--- src/rtl/ssx_pkg.sv ---
package ssx_pkg;
    localparam int DATA_W = 8;
    localparam int DIV_W  = 3;

    // control byte bit positions
    localparam int CB_EXT  = 0;
    localparam int CB_DIV  = 1;
    localparam int CB_TXEN = 4;
    localparam int CB_RXEN = 5;
    localparam int CB_MSB  = 6;
    localparam int CB_SIO  = 7;

    typedef struct packed {
        logic             ext;
        logic [DIV_W-1:0] div;
        logic             msb;
    } mode_t;
endpackage

--- src/rtl/ssx_clkgen.sv ---
module ssx_clkgen #(
    parameter int DIV_W = ssx_pkg::DIV_W
) (
    input  logic             clk,
    input  logic             rst_n,
    input  logic             ext_sel,
    input  logic [DIV_W-1:0] div_sel,
    input  logic             run,
    input  logic             halt,
    input  logic             sclk_i,
    input  logic             rxd_i,
    output logic             sclk_o,
    output logic             sclk_lvl,
    output logic             rxd_s,
    output logic             rise,
    output logic             fall
);
    typedef struct packed {
        logic [2:0]       s;
        logic [1:0]       r;
        logic [DIV_W-1:0] cnt;
        logic             sclk;
    } st_t;

    st_t q, d;
    logic tick;

    always_comb begin
        d    = q;
        d.s  = {q.s[1:0], sclk_i};
        d.r  = {q.r[0], rxd_i};
        tick = run && (q.cnt == div_sel);
        if (halt || !run) begin
            d.cnt  = '0;
            d.sclk = 1'b1;
        end else if (tick) begin
            d.cnt  = '0;
            d.sclk = !q.sclk;
        end else begin
            d.cnt = q.cnt + 1'b1;
        end
        if (ext_sel) begin
            rise = q.s[1] && !q.s[2];
            fall = !q.s[1] && q.s[2];
        end else begin
            rise = tick && !halt && !q.sclk;
            fall = tick && !halt && q.sclk;
        end
    end

    always_ff @(posedge clk or negedge rst_n) begin
        if (!rst_n) begin
            q <= '{s: '1, r: '1, cnt: '0, sclk: 1'b1};
        end else begin
            q <= d;
        end
    end

    assign sclk_o   = q.sclk;
    assign sclk_lvl = q.s[1];
    assign rxd_s    = q.r[1];
endmodule

--- src/rtl/ssx_tx.sv ---
module ssx_tx #(
    parameter int DW = ssx_pkg::DATA_W
) (
    input  logic          clk,
    input  logic          rst_n,
    input  logic          en,
    input  logic          en_wr,
    input  logic          dis_wr,
    input  logic          clr_sh,
    input  logic          msb,
    input  logic          rise,
    input  logic          fall,
    input  logic          load,
    input  logic [DW-1:0] ldata,
    output logic          txd,
    output logic          busy,
    output logic          tbe,
    output logic          tsc
);
    localparam int CNT_W = $clog2(DW + 1);

    typedef struct packed {
        logic [DW-1:0]    sh;
        logic [DW-1:0]    hold;
        logic             full;
        logic             busy;
        logic [CNT_W-1:0] cnt;
        logic             txd;
        logic             tbe;
        logic             tsc;
    } st_t;

    st_t  q, d;
    logic done;

    always_comb begin
        d    = q;
        done = q.busy && rise && (q.cnt == CNT_W'(DW));
        if (dis_wr) begin
            d.busy = 1'b0;
            d.cnt  = '0;
            d.full = 1'b0;
            d.tbe  = 1'b0;
            d.tsc  = 1'b0;
            if (clr_sh) begin
                d.sh  = '0;
                d.txd = 1'b0;
            end
        end else if (en_wr) begin
            d.tbe = 1'b1;
            d.tsc = 1'b1;
        end else if (en) begin
            if (q.busy && fall && (q.cnt != CNT_W'(DW))) begin
                d.txd = msb ? q.sh[DW-1] : q.sh[0];
                d.sh  = msb ? (q.sh << 1) : (q.sh >> 1);
                d.cnt = q.cnt + 1'b1;
            end
            if (done) begin
                d.busy = 1'b0;
            end
            if ((!q.busy || done) && q.full) begin
                d.sh   = q.hold;
                d.busy = 1'b1;
                d.cnt  = '0;
                d.full = 1'b0;
                d.tbe  = 1'b1;
                d.tsc  = 1'b0;
            end else if (done) begin
                d.tsc = 1'b1;
            end
            if (load && q.tbe) begin
                d.hold = ldata;
                d.full = 1'b1;
                d.tbe  = 1'b0;
            end
        end
    end

    always_ff @(posedge clk or negedge rst_n) begin
        if (!rst_n) begin
            q <= '{sh: '0, hold: '0, full: 1'b0, busy: 1'b0, cnt: '0,
                   txd: 1'b1, tbe: 1'b0, tsc: 1'b0};
        end else begin
            q <= d;
        end
    end

    assign txd  = q.txd;
    assign busy = q.busy;
    assign tbe  = q.tbe;
    assign tsc  = q.tsc;
endmodule

--- src/rtl/ssx_rx.sv ---
module ssx_rx #(
    parameter int DW = ssx_pkg::DATA_W
) (
    input  logic          clk,
    input  logic          rst_n,
    input  logic          active,
    input  logic          kill,
    input  logic          msb,
    input  logic          rise,
    input  logic          rxd,
    input  logic          ack,
    output logic [DW-1:0] data,
    output logic          full,
    output logic          ovr,
    output logic          done
);
    localparam int CNT_W = $clog2(DW + 1);

    typedef struct packed {
        logic [DW-1:0]    sh;
        logic [DW-1:0]    data;
        logic [CNT_W-1:0] cnt;
        logic             full;
        logic             ovr;
    } st_t;

    st_t           q, d;
    logic [DW-1:0] nsh;

    always_comb begin
        d    = q;
        nsh  = msb ? {q.sh[DW-2:0], rxd} : {rxd, q.sh[DW-1:1]};
        done = !kill && active && rise && (q.cnt == CNT_W'(DW - 1));
        if (kill) begin
            d.sh   = '0;
            d.cnt  = '0;
            d.full = 1'b0;
            d.ovr  = 1'b0;
        end else begin
            if (ack) begin
                d.full = 1'b0;
            end
            if (done) begin
                d.data = nsh;
                d.sh   = '0;
                d.cnt  = '0;
                d.full = 1'b1;
                if (q.full && !ack) begin
                    d.ovr = 1'b1;
                end
            end else if (active && rise) begin
                d.sh  = nsh;
                d.cnt = q.cnt + 1'b1;
            end
        end
    end

    always_ff @(posedge clk or negedge rst_n) begin
        if (!rst_n) begin
            q <= '{sh: '0, data: '0, cnt: '0, full: 1'b0, ovr: 1'b0};
        end else begin
            q <= d;
        end
    end

    assign data = q.data;
    assign full = q.full;
    assign ovr  = q.ovr;
endmodule

--- src/rtl/ssx_xcvr.sv ---
module ssx_xcvr #(
    parameter int DATA_W = ssx_pkg::DATA_W
) (
    input  logic              clk,
    input  logic              rst_n,
    input  logic              ctrl_we,
    input  logic [7:0]        ctrl_wdata,
    input  logic              tx_we,
    input  logic [DATA_W-1:0] tx_wdata,
    input  logic              rx_ack,
    input  logic              sclk_i,
    input  logic              rxd_i,
    output logic              sclk_o,
    output logic              sclk_oe,
    output logic              txd_o,
    output logic              txd_oe,
    output logic [DATA_W-1:0] rx_data,
    output logic              tx_empty,
    output logic              tx_done,
    output logic              rx_full,
    output logic              rx_overrun
);
    import ssx_pkg::*;

    typedef struct packed {
        mode_t mode;
        logic  tx_en;
        logic  rx_en;
        logic  sio_en;
    } ctl_t;

    ctl_t ctl_q, ctl_d;
    logic tx_dis_wr, tx_en_wr, rx_kill;
    logic sclk_lvl, rxd_s, sh_rise, sh_fall, tx_busy, rx_done;

    always_comb begin
        ctl_d     = ctl_q;
        tx_dis_wr = ctrl_we && !ctrl_wdata[CB_TXEN];
        tx_en_wr  = ctrl_we && ctrl_wdata[CB_TXEN] && !ctl_q.tx_en;
        rx_kill   = ctrl_we && (!ctrl_wdata[CB_RXEN] || !ctrl_wdata[CB_SIO]);
        if (ctrl_we) begin
            ctl_d.tx_en  = ctrl_wdata[CB_TXEN];
            ctl_d.rx_en  = ctrl_wdata[CB_RXEN];
            ctl_d.sio_en = ctrl_wdata[CB_SIO];
            if (!ctl_q.tx_en && !ctl_q.rx_en) begin
                ctl_d.mode.ext = ctrl_wdata[CB_EXT];
                ctl_d.mode.div = ctrl_wdata[CB_DIV +: DIV_W];
                ctl_d.mode.msb = ctrl_wdata[CB_MSB];
            end
        end
    end

    always_ff @(posedge clk or negedge rst_n) begin
        if (!rst_n) begin
            ctl_q <= '0;
        end else begin
            ctl_q <= ctl_d;
        end
    end

    ssx_clkgen #(.DIV_W(DIV_W)) u_clk (
        .clk     (clk),
        .rst_n   (rst_n),
        .ext_sel (ctl_q.mode.ext),
        .div_sel (ctl_q.mode.div),
        .run     (!ctl_q.mode.ext && tx_busy),
        .halt    (tx_dis_wr),
        .sclk_i  (sclk_i),
        .rxd_i   (rxd_i),
        .sclk_o  (sclk_o),
        .sclk_lvl(sclk_lvl),
        .rxd_s   (rxd_s),
        .rise    (sh_rise),
        .fall    (sh_fall)
    );

    ssx_tx #(.DW(DATA_W)) u_tx (
        .clk   (clk),
        .rst_n (rst_n),
        .en    (ctl_q.tx_en),
        .en_wr (tx_en_wr),
        .dis_wr(tx_dis_wr),
        .clr_sh(ctl_q.mode.ext && sclk_lvl),
        .msb   (ctl_q.mode.msb),
        .rise  (sh_rise),
        .fall  (sh_fall),
        .load  (tx_we),
        .ldata (tx_wdata),
        .txd   (txd_o),
        .busy  (tx_busy),
        .tbe   (tx_empty),
        .tsc   (tx_done)
    );

    ssx_rx #(.DW(DATA_W)) u_rx (
        .clk   (clk),
        .rst_n (rst_n),
        .active(ctl_q.rx_en && ctl_q.sio_en),
        .kill  (rx_kill),
        .msb   (ctl_q.mode.msb),
        .rise  (sh_rise),
        .rxd   (rxd_s),
        .ack   (rx_ack),
        .data  (rx_data),
        .full  (rx_full),
        .ovr   (rx_overrun),
        .done  (rx_done)
    );

    assign txd_oe  = ctl_q.sio_en;
    assign sclk_oe = ctl_q.sio_en && !ctl_q.mode.ext;
endmodule

--- config.mk ---
export PLATFORM = sky130hd
export DESIGN_NAME = ssx_xcvr
export DESIGN_NICKNAME = d
export VERILOG_FILES = /design/src/rtl/ssx_pkg.sv /design/src/rtl/ssx_clkgen.sv /design/src/rtl/ssx_tx.sv /design/src/rtl/ssx_rx.sv /design/src/rtl/ssx_xcvr.sv
export SDC_FILE = /design/constraint.sdc
export NUM_CORES = 1
export LEC_CHECK = 0
export BUFFER_PORTS_ARGS = -buffer_cell sky130_fd_sc_hd__buf_2
export CAP_MARGIN = 20
export CORE_MARGIN = 3
export CORE_UTILIZATION = 40
export CTS_BUF_LIST = sky130_fd_sc_hd__clkbuf_8
export CTS_CLUSTER_DIAMETER = 40
export CTS_CLUSTER_SIZE = 30
export DETAILED_ROUTE_END_ITERATION = 6
export PLACE_DENSITY_LB_ADDON = 0.2
export SYNTH_ARGS = -nofsm -noshare
export SYNTH_HDL_FRONTEND = slang
export SYNTH_SLANG_ARGS = --single-unit
--- constraint.sdc ---
create_clock -name clk -period 4.43 [get_ports clk]
set_clock_uncertainty 0.15 [all_clocks]
set_input_delay 0.886 -clock clk [delete_from_list [all_inputs] [get_ports clk]]
set_output_delay 0.886 -clock clk [all_outputs]
set_load 0.01 [all_outputs]
# Yosys cells after proc, flatten, opt, wreduce, memory -nomap -nowiden
# Cells that the tools add are included.
[word_totals]
ff_bits = 64
inputBits = 23
out_inout_bits = 16
word_cells = 136
[op_classes]
n_addsub = 3
n_eq_ne = 6
muxes = 34
bitwise_logic = 3
reduce_logical = 67
[ops]
columns = ["operator", "count"]
rows = [
  ["two-way mux 8 bit", 9],
  ["logical AND 1 bit", 26],
  ["two-way mux 25 bit", 1],
  ["two-way mux 23 bit", 1],
  ["two-way mux 9 bit", 2],
  ["nonzero test 3 bit", 6],
  ["logical NOT 1 bit", 14],
  ["two-way mux 1 bit", 12],
  ["two-way mux 4 bit", 3],
  ["two-way mux 6 bit", 2],
  ["AND reduction 4 bit", 3],
  ["AND reduction 2 bit", 5],
  ["nonzero test 2 bit", 5],
  ["AND reduction 3 bit", 3],
  ["adder 4 x 1 -> 4 bit (second input constant)", 2],
  ["nonzero test 4 bit", 2],
  ["two-way mux 5 bit", 1],
  ["equality test 4 x 3 -> 1 bit (second input constant)", 1],
  ["equality test 4 bit (second input constant)", 1],
  ["two-way mux 2 bit", 2],
  ["!= test 2 x 1 -> 1 bit (second input constant)", 2],
  ["!= test 4 bit (second input constant)", 1],
  ["adder 3 x 1 -> 3 bit (second input constant)", 1],
  ["equality test 3 bit", 1],
  ["3 further kinds", 7],
]

# Logic depth before layout (Yosys ltp)
# Gate-level depths: netlist (run 1).
[depth]
ltp_word = 15
depth_mapped = 8
ltp_nobuf = 7

# Modules after synthesis
# A second synthesis (run 1) with hierarchy kept.
[hier_totals]
hier_cells = 275
hier_area_um2 = 3230.6
[by_module_without_submodules]
columns = ["mod", "n_inst", "cells_each", "area_each_um2", "seq_area_each_um2"]
rows = [
  ["ssx_tx", 1, 121, 1398.8, 626.9],
  ["ssx_rx", 1, 99, 1081.0, 550.5],
  ["ssx_clkgen", 1, 29, 397.9, 232.7],
  ["ssx_xcvr", 1, 26, 352.8, 200.2],
]

# Worst setup path before layout (run 1)
# No wires, ideal clock.
[synth_timing]
kind = "input to register"
from = "input ctrl_we"
to = "register u_rx.q (netlist bit u_rx.data[5])"
setup_ns = 0.125
arrival_ns = 2.286
t_required_ns = 4.155
path_slack_ns = 1.869
stages = 7
n_path_buf = 2
path_cell_list = "nor2b_1 > clkbuf_1 > nor3_1 > a21o_1 > and4_1 > buf_2 > mux2_2"
[synth_between]
elab_chain_cells = 8
word_cells_on_any_way = 12
cone_classes = "mux: 1; bitwise: 1; reduce/logical: 10"
[synth_lines]
columns = ["element", "line", "text"]
rows = [
  ["start, declared", "ssx_xcvr.sv:6", "input logic ctrl_we,"],
  ["logical AND 1 bit", "ssx_xcvr.sv:38", "tx_dis_wr = ctrl_we && !ctrl_wdata[CB_TXEN];"],
  ["logical NOT 1 bit", "ssx_clkgen.sv:46", "rise = tick && !halt && !q.sclk;"],
  ["logical AND 1 bit (2 in series)", "ssx_clkgen.sv:46", ""],
  ["two-way mux 1 bit", "ssx_clkgen.sv:42", "if (ext_sel) begin"],
  ["logical AND 1 bit (2 in series)", "ssx_rx.sv:33", "done = !kill && active && rise && (q.cnt == CNT_W'(DW - 1));"],
  ["AND reduction 2 bit (no source line) *", "n/a", ""],
  ["end signal, assigned", "ssx_rx.sv:60", "q <= '{sh: '0, data: '0, cnt: '0, full: 1'b0, ovr: 1'b0};"],
  ["end, declared", "ssx_rx.sv:27", "st_t q, d;"],
]
# Mark *: on every way between the ends. The rest lies on a longest branch, timed or not.
# A chain may end at the register's enable or synchronous reset.

# Worst setup path in the final report (run 1)
[layout_timing]
from = "input ctrl_we"
to = "register u_tx.q[8] (netlist bit)"
[layout_between]
elab_chain_cells = 11
word_cells_on_any_way = 16
cone_classes = "eq/ne: 1; mux: 2; reduce/logical: 13"
[layout_lines]
columns = ["element", "line", "text"]
rows = [
  ["logical AND 1 bit", "ssx_xcvr.sv:38", ""],
  ["logical NOT 1 bit", "ssx_clkgen.sv:46", ""],
  ["logical AND 1 bit (2 in series)", "ssx_clkgen.sv:46", ""],
  ["two-way mux 1 bit", "ssx_clkgen.sv:42", ""],
  ["logical AND 1 bit (2 in series)", "ssx_tx.sv:38", "done = q.busy && rise && (q.cnt == CNT_W'(DW));"],
  ["logical OR 1 bit", "ssx_tx.sv:61", "if ((!q.busy || done) && q.full) begin"],
  ["logical AND 1 bit", "ssx_tx.sv:61", ""],
  ["nonzero test 3 bit (no source line)", "n/a", ""],
  ["AND reduction 3 bit (no source line)", "n/a", ""],
  ["end signal, assigned", "ssx_tx.sv:81", "q <= '{sh: '0, hold: '0, full: 1'b0, busy: 1'b0, cnt: '0,"],
  ["end, declared", "ssx_tx.sv:33", "st_t q, d;"],
]
# Parallel ways exist; a longest one is shown, timed or not.

==> results of run 1 <==
## cells by family (layout without fill, tap and decap cells)
logic type,Yosys count,count (layout),synth area share (%)
xor+xnor,5,5,1.36
fa+ha+maj,4,4,1.55
simple gates,68,68,13.0
buf+inv,35,68,5.31
mux,53,53,17.5
flops,64,64,49.9
compound gates,58,58,11.4
## path summary, 6_finish.rpt
path	to	slack [ns]	cells after the start
min	u_clk.sclk_lvl	0.20	0
max in group asynchronous	u_clk.d[7]	2.87	2
max	u_tx.q[8]	1.64	6
max reg2reg	u_rx.data[6]	1.81	5
min in group asynchronous	u_tx.q[5]	0.46	1
min reg2reg	u_clk.sclk_lvl	0.20	0
## synth_stat cells (all sizes together) (2+ instances only)
cell type  number  share of area [%]
and2            2               0.39
buf            11                2.5
a31oi           2               0.39
a31o            4                1.1
o21ai          15                2.3
nand4           2               0.39
nor2b           4               0.78
inv            11                1.3
xnor2           2               0.54
mux2           27                9.4
or4b            3               0.93
ha              4                1.6
nand4b          2               0.54
nor3b           2               0.47
nand3           3               0.47
dfrtp          57                 44
mux2i          26                8.1
nor4            2               0.85
a21oi          22                3.9
nor2            7               0.81
nand2          21                2.4
dfstp           7                5.7
nand2b          3               0.81
xor2            3               0.81
o31ai           6                1.4
clkbuf         13                1.5
or4             7                1.6
and3b           4                1.1
o22ai           2               0.39
## layout make-up
type                            instances  area share [%]
Tap cell                              102            3.48
Multi-Input combinational cell        188            39.4
Sequential cell                        64            43.9
Inverter                               11            1.13
Timing Repair Buffer                   41            5.80
Clock buffer                           10            3.75
Clock inverter                          6            2.53
## registers in the layout, indices dropped and copies added (netlist names), 2 cells and up
register / flops
ctl_q: 7
u_clk.d: 2
u_clk.q: 4
u_rx.data: 8
u_rx.q: 12
u_tx.q: 21
## where the power goes
group	switching (uW)	internal, uW	total, uW
registers	71.3	651	722
clock network	239	334	573
logic	100	110	211
## metrics by stage
stage          instance area (sq um)  instances  hold WS (ns)  setup slack (ns)
4_1_cts                         3670        422         0.203              1.68
3_3_place_gp                    3440        406         0.197              1.42
5_1_grt                         3670        422         0.210              1.36
2_1_floorplan                   3230        287         0.195              1.87
3_5_place_dp                    3440        406         0.199              1.33
6_report                        3670        422         0.204              1.64
## routing by layer
metal / track usage [%] / part of all wire, % / vias to the layer above
met4: 6.16 / 1.4 / 0
met5: 0 / 0 / -
met2: 21.8 / 44 / 34
li1: - / - / 1093
met1: 23.9 / 50 / 1104
met3: 4.46 / 4.3 / 8
==> key figures, run 1 <==
Setup path
  • Slowest CP cell: a21oi_2
  • Worst-path cell chain: buf_2 > nor2b_1 > nor3_1 > a21oi_2 > o21ai_0 > a311oi_1
  • Crit path DAT: between 2 and 3 ns
  • Worst setup EP type: register
  • Critical path startpoint: ctrl_we
  • Crit-path leading delay family: compound AO/OA/AOI/OAI gates
  • CP bufs+invs: 1
  • WS Path Type: in -> reg
  • Slowest stage delay, CP: 0.68 ns
  • Worst-path maximum fanout: 24
  • CP Data Required Time: 4.53 ns
  • Worst setup SP type: primary input
  • Worst r2r src: u_rx.q[2]

Yosys
  • Sequential fraction of the synthesis area: 49.9%
  • Synthesized cell area: 3230 sq um
  • Synth cell types: 48
  • Net count after synthesis: 314
  • Cell count after synthesis: 287
  • Most common flop cell mapped by yosys: dfrtp_1
  • Yosys warnings: 0
  • Seq cells post-synth: 64
  • Asr flop ratio synth: 100%
  • Syn avg cell area: 11.2 sq um
  • Number of synthesized flops with an enable pin: 0

Floorplan
  • I/O pin count: 39
  • Site Rows: 32
  • Die Y: 95.8 um
  • CORE AREA: roughly 7800 sq um
  • Die width: around 96 um
  • Initial Util: 41.5%
  • Area of the die: 9180 sq um

Clock network
  • CTS tree: done
  • H-tree depth: 3
  • Clock sinks: between 60 and 70
  • CTS Hold Bufs: 0
  • CTS buffer count: 9
  • Setup Buffers After CTS: 0
  • Clock transition at path regs: 0.08 ns
  • Post_cts resized: 0
  • Worst-Skew Late Latency: 0.35 ns
  • Root Driver: clkbuf_8
  • Max clock buf depth: 2

Routing
  • Via density: 5.31
  • DRT Pass-1 Iters: 4
  • Post-DRT Antenna Nets: 0
  • DR WL/cell: 15.5 um
  • Final wirelength: 6.56 mm
  • Initial DRC count: 128
  • DR vias: 2239
  • Drc violations: 0

Cells and area
  • Core Util, Final: 47.2%
  • Area occupied by multi-input gates: approximately 1400 sq um
  • Layout cells sized above 1: 30.9%
  • Register Area: ~1600 sq um
  • Final #Nets: about 340
  • Most frequent cells in the layout: dfrtp_1 (57), buf_2 (38), mux2_2 (27), mux2i_1 (26), nand2_1 (21)
  • Most common cell after layout, fill and taps aside: dfrtp_1
  • FILL cells: 743
  • Ant diodes: 0
  • Layout area overhead: 13.7%

GRT
  • Overall routing resource usage: 16.0%
  • Largest net degree at the start of global routing: 34
  • Vias in the first global route: between 2000 and 2500
  • GRT overflow: 0
  • Antenna violations before repair: 0
  • First-pass GRT wire length: ~11 mm

Worst hold path
  • Worst Min Path Start: u_clk.d[7]
  • Hold crit path type: reg -> reg

Pwr
  • P_leak: 0.00166 uW
  • Pwr dens: about 410 nW/um^2
  • Tot Pwr: 1510 uW
  • Max VDD drop: 213 uV

Placement
  • Routability cong.: 0.770
  • Detailed Place HPWL: approximately 4.5 mm
  • Port Buf Inserts: 38

STA
  • RSZ-0062 raised after global routing: no
  • Setup TNS: 0 ns
  • Fmax: 359 MHz
  • Slew headroom: roughly 40%
  • Fin crit share: 62.9%
  • Tightest Pin Transition: 0.899 ns
  • Max Slew Vio Count: 0
  • Final Hold Vio Count: 0
  • Final setup fails: 0
  • Minimum clock period: 2.79 ns

Run
  • Max-cap viol count: 0

Outcome
  • Status: complete, no violations
Note: power is estimated with default switching activity, not from simulation.
==> run 2: changes to the inputs <==
--- a/config.mk
+++ b/config.mk
@@ -5,6 +5,7 @@
 export SDC_FILE = /design/constraint.sdc
 export NUM_CORES = 1
 export LEC_CHECK = 0
+export ABC_AREA = 1
 export BUFFER_PORTS_ARGS = -buffer_cell sky130_fd_sc_hd__buf_2
 export CAP_MARGIN = 20
 export CORE_MARGIN = 3
==> constraint.sdc (replaced) <==
create_clock -name clk -period 2.9 [get_ports clk]
set_clock_uncertainty 0.15 [all_clocks]
set_input_delay 0.58 -clock clk [delete_from_list [all_inputs] [get_ports clk]]
set_output_delay 0.58 -clock clk [all_outputs]
set_load 0.01 [all_outputs]
==> run 2 against run 1 <==
Worst hold slack worse by 0.094 ns. Routed wire length down 2.7%. Highest routed layer unchanged. Critical endpoint is now u_tx.q[3]. Count of clock-buffer cells in the layout unchanged. Power up 90%. Sequential power up 75%. Cell count up 26%. Largest cell class unchanged.
==> key figures, run 2 <==
Yosys
  • Seq cells post-synth: 64
  • Asr flop ratio synth: 100%
  • Yosys warnings: 0
  • XOR/XNOR share of the synthesized area: 1.64%
  • Synth top cells by count: nand2_1 (137), dfrtp_1 (57), inv_1 (39)
  • Largest family of logic cells by synthesized area: simple AND/OR/NAND/NOR gates
  • Cell with the most instances after synthesis: nand2_1
  • Synth Area in Adders: between 1.5 and 2%
  • Leading area contributor after synthesis: dfrtp_1
  • Synth cell types: 31
  • Post-synthesis mux area share: 4.91%
  • Most common flop cell mapped by yosys: dfrtp_1
  • Cell count after synthesis: 390
  • Simple-gate share of the synthesized area: 26.9%
  • Main area contributors after synthesis: dfrtp_1 (44%), nand2_1 (16%), dfstp_2 (5.7%)
  • Number of synthesized flops with an enable pin: 0
  • Synthesized cell area: between 3000 and 4000 sq um
  • Complex-gate fraction of the synthesized area: 7.05%
  • Net count after synthesis: 417
  • Sequential fraction of the synthesis area: between 50% and 60%
  • Yosys top cell area share: 44.4%
  • Syn avg cell area: 8.24 sq um

Floorplan
  • Initial Util: 41.4%
  • CORE AREA: 7770 sq um
  • Site Rows: 32
  • Die width: 95.6 um
  • Die Y: ~96 um
  • I/O pin count: 39
  • Area of the die: 9140 sq um

Routing
  • Drc violations: 0
  • Post-DRT Antenna Nets: 0
  • DR vias: between 2000 and 3000
  • Via density: just under 5
  • DR WL/cell: 12.0 um
  • DRT Pass-1 Iters: 4
  • Initial DRC count: 93
  • Final wirelength: 6.38 mm

Cells and area
  • Ant diodes: 0
  • Core Util, Final: between 40% and 50%
  • Most common cell after layout, fill and taps aside: nand2_1
  • Final #Nets: 453
  • Layout area overhead: 15.4%
  • FILL cells: ~770
  • Register with the most flip-flops: u_tx.q
  • Max reg flops: 21
  • Layout cells sized above 1: 21.3%
  • Most frequent cells in the layout: nand2_1 (137), dfrtp_1 (57), inv_1 (39), buf_2 (38), nor2_1 (33)

Clock network
  • Max clock buf depth: 2
  • H-tree depth: 3
  • Root Driver: clkbuf_8
  • Post_cts resized: 0
  • CTS Hold Bufs: 0
  • CTS buffer count: 9
  • Clock sinks: 64
  • CTS tree: done
  • Setup Buffers After CTS: 0
  • Worst-Skew Late Latency: 0.35 ns
  • Clock transition at path regs: approximately 0.080 ns

GRT
  • Antenna violations before repair: 0
  • Vias in the first global route: approximately 2500
  • Overall routing resource usage: around 16%
  • First-pass GRT wire length: 11.4 mm
  • Largest net degree at the start of global routing: 34
  • GRT overflow: 0

STA
  • Hold slack: 0.110 ns
  • Max Slew Vio Count: 0
  • RSZ-0062 raised after global routing: no
  • Tightest Pin Transition: 0.826 ns
  • Fmax: 475 MHz
  • Fin crit share: 72.6%
  • Slew headroom: 44.9%
  • Final setup fails: 0
  • Setup TNS: 0 ns
  • Minimum clock period: 2.11 ns
  • Final Hold Vio Count: 0

Setup path
  • Worst setup EP type: register
  • CP Data Required Time: just under 3 ns
  • Reg2reg end: u_tx.q[3]
  • Worst-path maximum fanout: 18
  • Worst r2r src: ctl_q[7]
  • Crit path DAT: 2.19 ns
  • R2R depth: 12
  • WS Path Type: reg -> reg
  • R2r setup slk: 0.79 ns
  • Worst setup SP type: register

Worst hold path
  • Hold crit path type: in -> async

Placement
  • Port Buf Inserts: 38
  • Routability cong.: 0.841
  • Detailed Place HPWL: between 4 and 5 mm

Pwr
  • Max VDD drop: between 400 and 500 uV
  • Tot Pwr: 2860 uW
  • P_leak: 0.00195 uW
  • Pwr dens: 771 nW/um^2

Outcome
  • Status: complete, no violations

Run
  • Max-cap viol count: 0
[run 2: layout make-up]
class	instances	area (sq um)	share of cell area, %
repair buffers	42	220	5.94
multi-input cells	270	1350	36.4
well taps	102	128	3.44
clock inverters	6	115	3.10
clock buffers	10	138	3.71
flip-flops and latches	64	1610	43.4
inverters	39	146	3.95
[run 2: routing by layer]
layer	global-route usage, %	wire, um
met1	20.4	2930
met3	5.13	354
met5	0	0
met4	4.62	57
met2	26.0	3040
[run 2: per-stage QoR]
step                      cell area (sq um)  setup slack, ns  cells
after floorplan                        3210             1.04    390
after global placement                 3450            0.662    517
after detailed placement               3450            0.614    517
after CTS                              3710            0.818    533
after global routing                   3710            0.634    533
final                                  3710            0.795    533
[run 2: critical path: stages (launching register included)]
cell	delay, ns
dfrtp_1	0.43
inv_1	0.11
nand2_1	0.09
nor2_2	0.16
nand3_1	0.11
nand2_2	0.12
nand2_2	0.08
nand2_2	0.16
nand2_4	0.17
nand2_1	0.15
nand2_1	0.13
nand2_1	0.09
nand2_1	0.05
[run 2: logic make-up after synthesis]
kind of cell | count (synthesis)
AO/OA/AOI/OAI | 37
adder cells (fa/ha/maj) | 4
buffers and inverters | 56
AND/OR/NAND/NOR | 209
XOR/XNOR | 6
multiplexers | 14
flip-flops | 64
[run 2: how the worst max path moves through the flow]
stage                       start          to  slack (ns)  cells past startpoint
floorplan           ctrl_wdata[4]   u_tx.q[8]        1.04                     14
global placement          ctrl_we  u_rx.q[14]        0.66                      8
detailed placement        ctrl_we  u_rx.q[20]        0.61                      8
CTS                      ctl_q[7]   u_tx.q[6]        0.82                     12
global route             ctl_q[7]  u_tx.q[23]        0.63                     12
finish                   ctl_q[7]   u_tx.q[3]        0.79                     12
[run 2: report_power, final]
| group | total, uW | switching [uW] | leakage [uW] | internal [uW] |
|---|---|---|---|---|
| clock network | 957 | 359 | 0.000123 | 599 |
| logic | 646 | 378 | 0.00101 | 268 |
| registers | 1260 | 173 | 0.000817 | 1080 |
| total | 2860 | 909 | 0.00195 | 1950 |
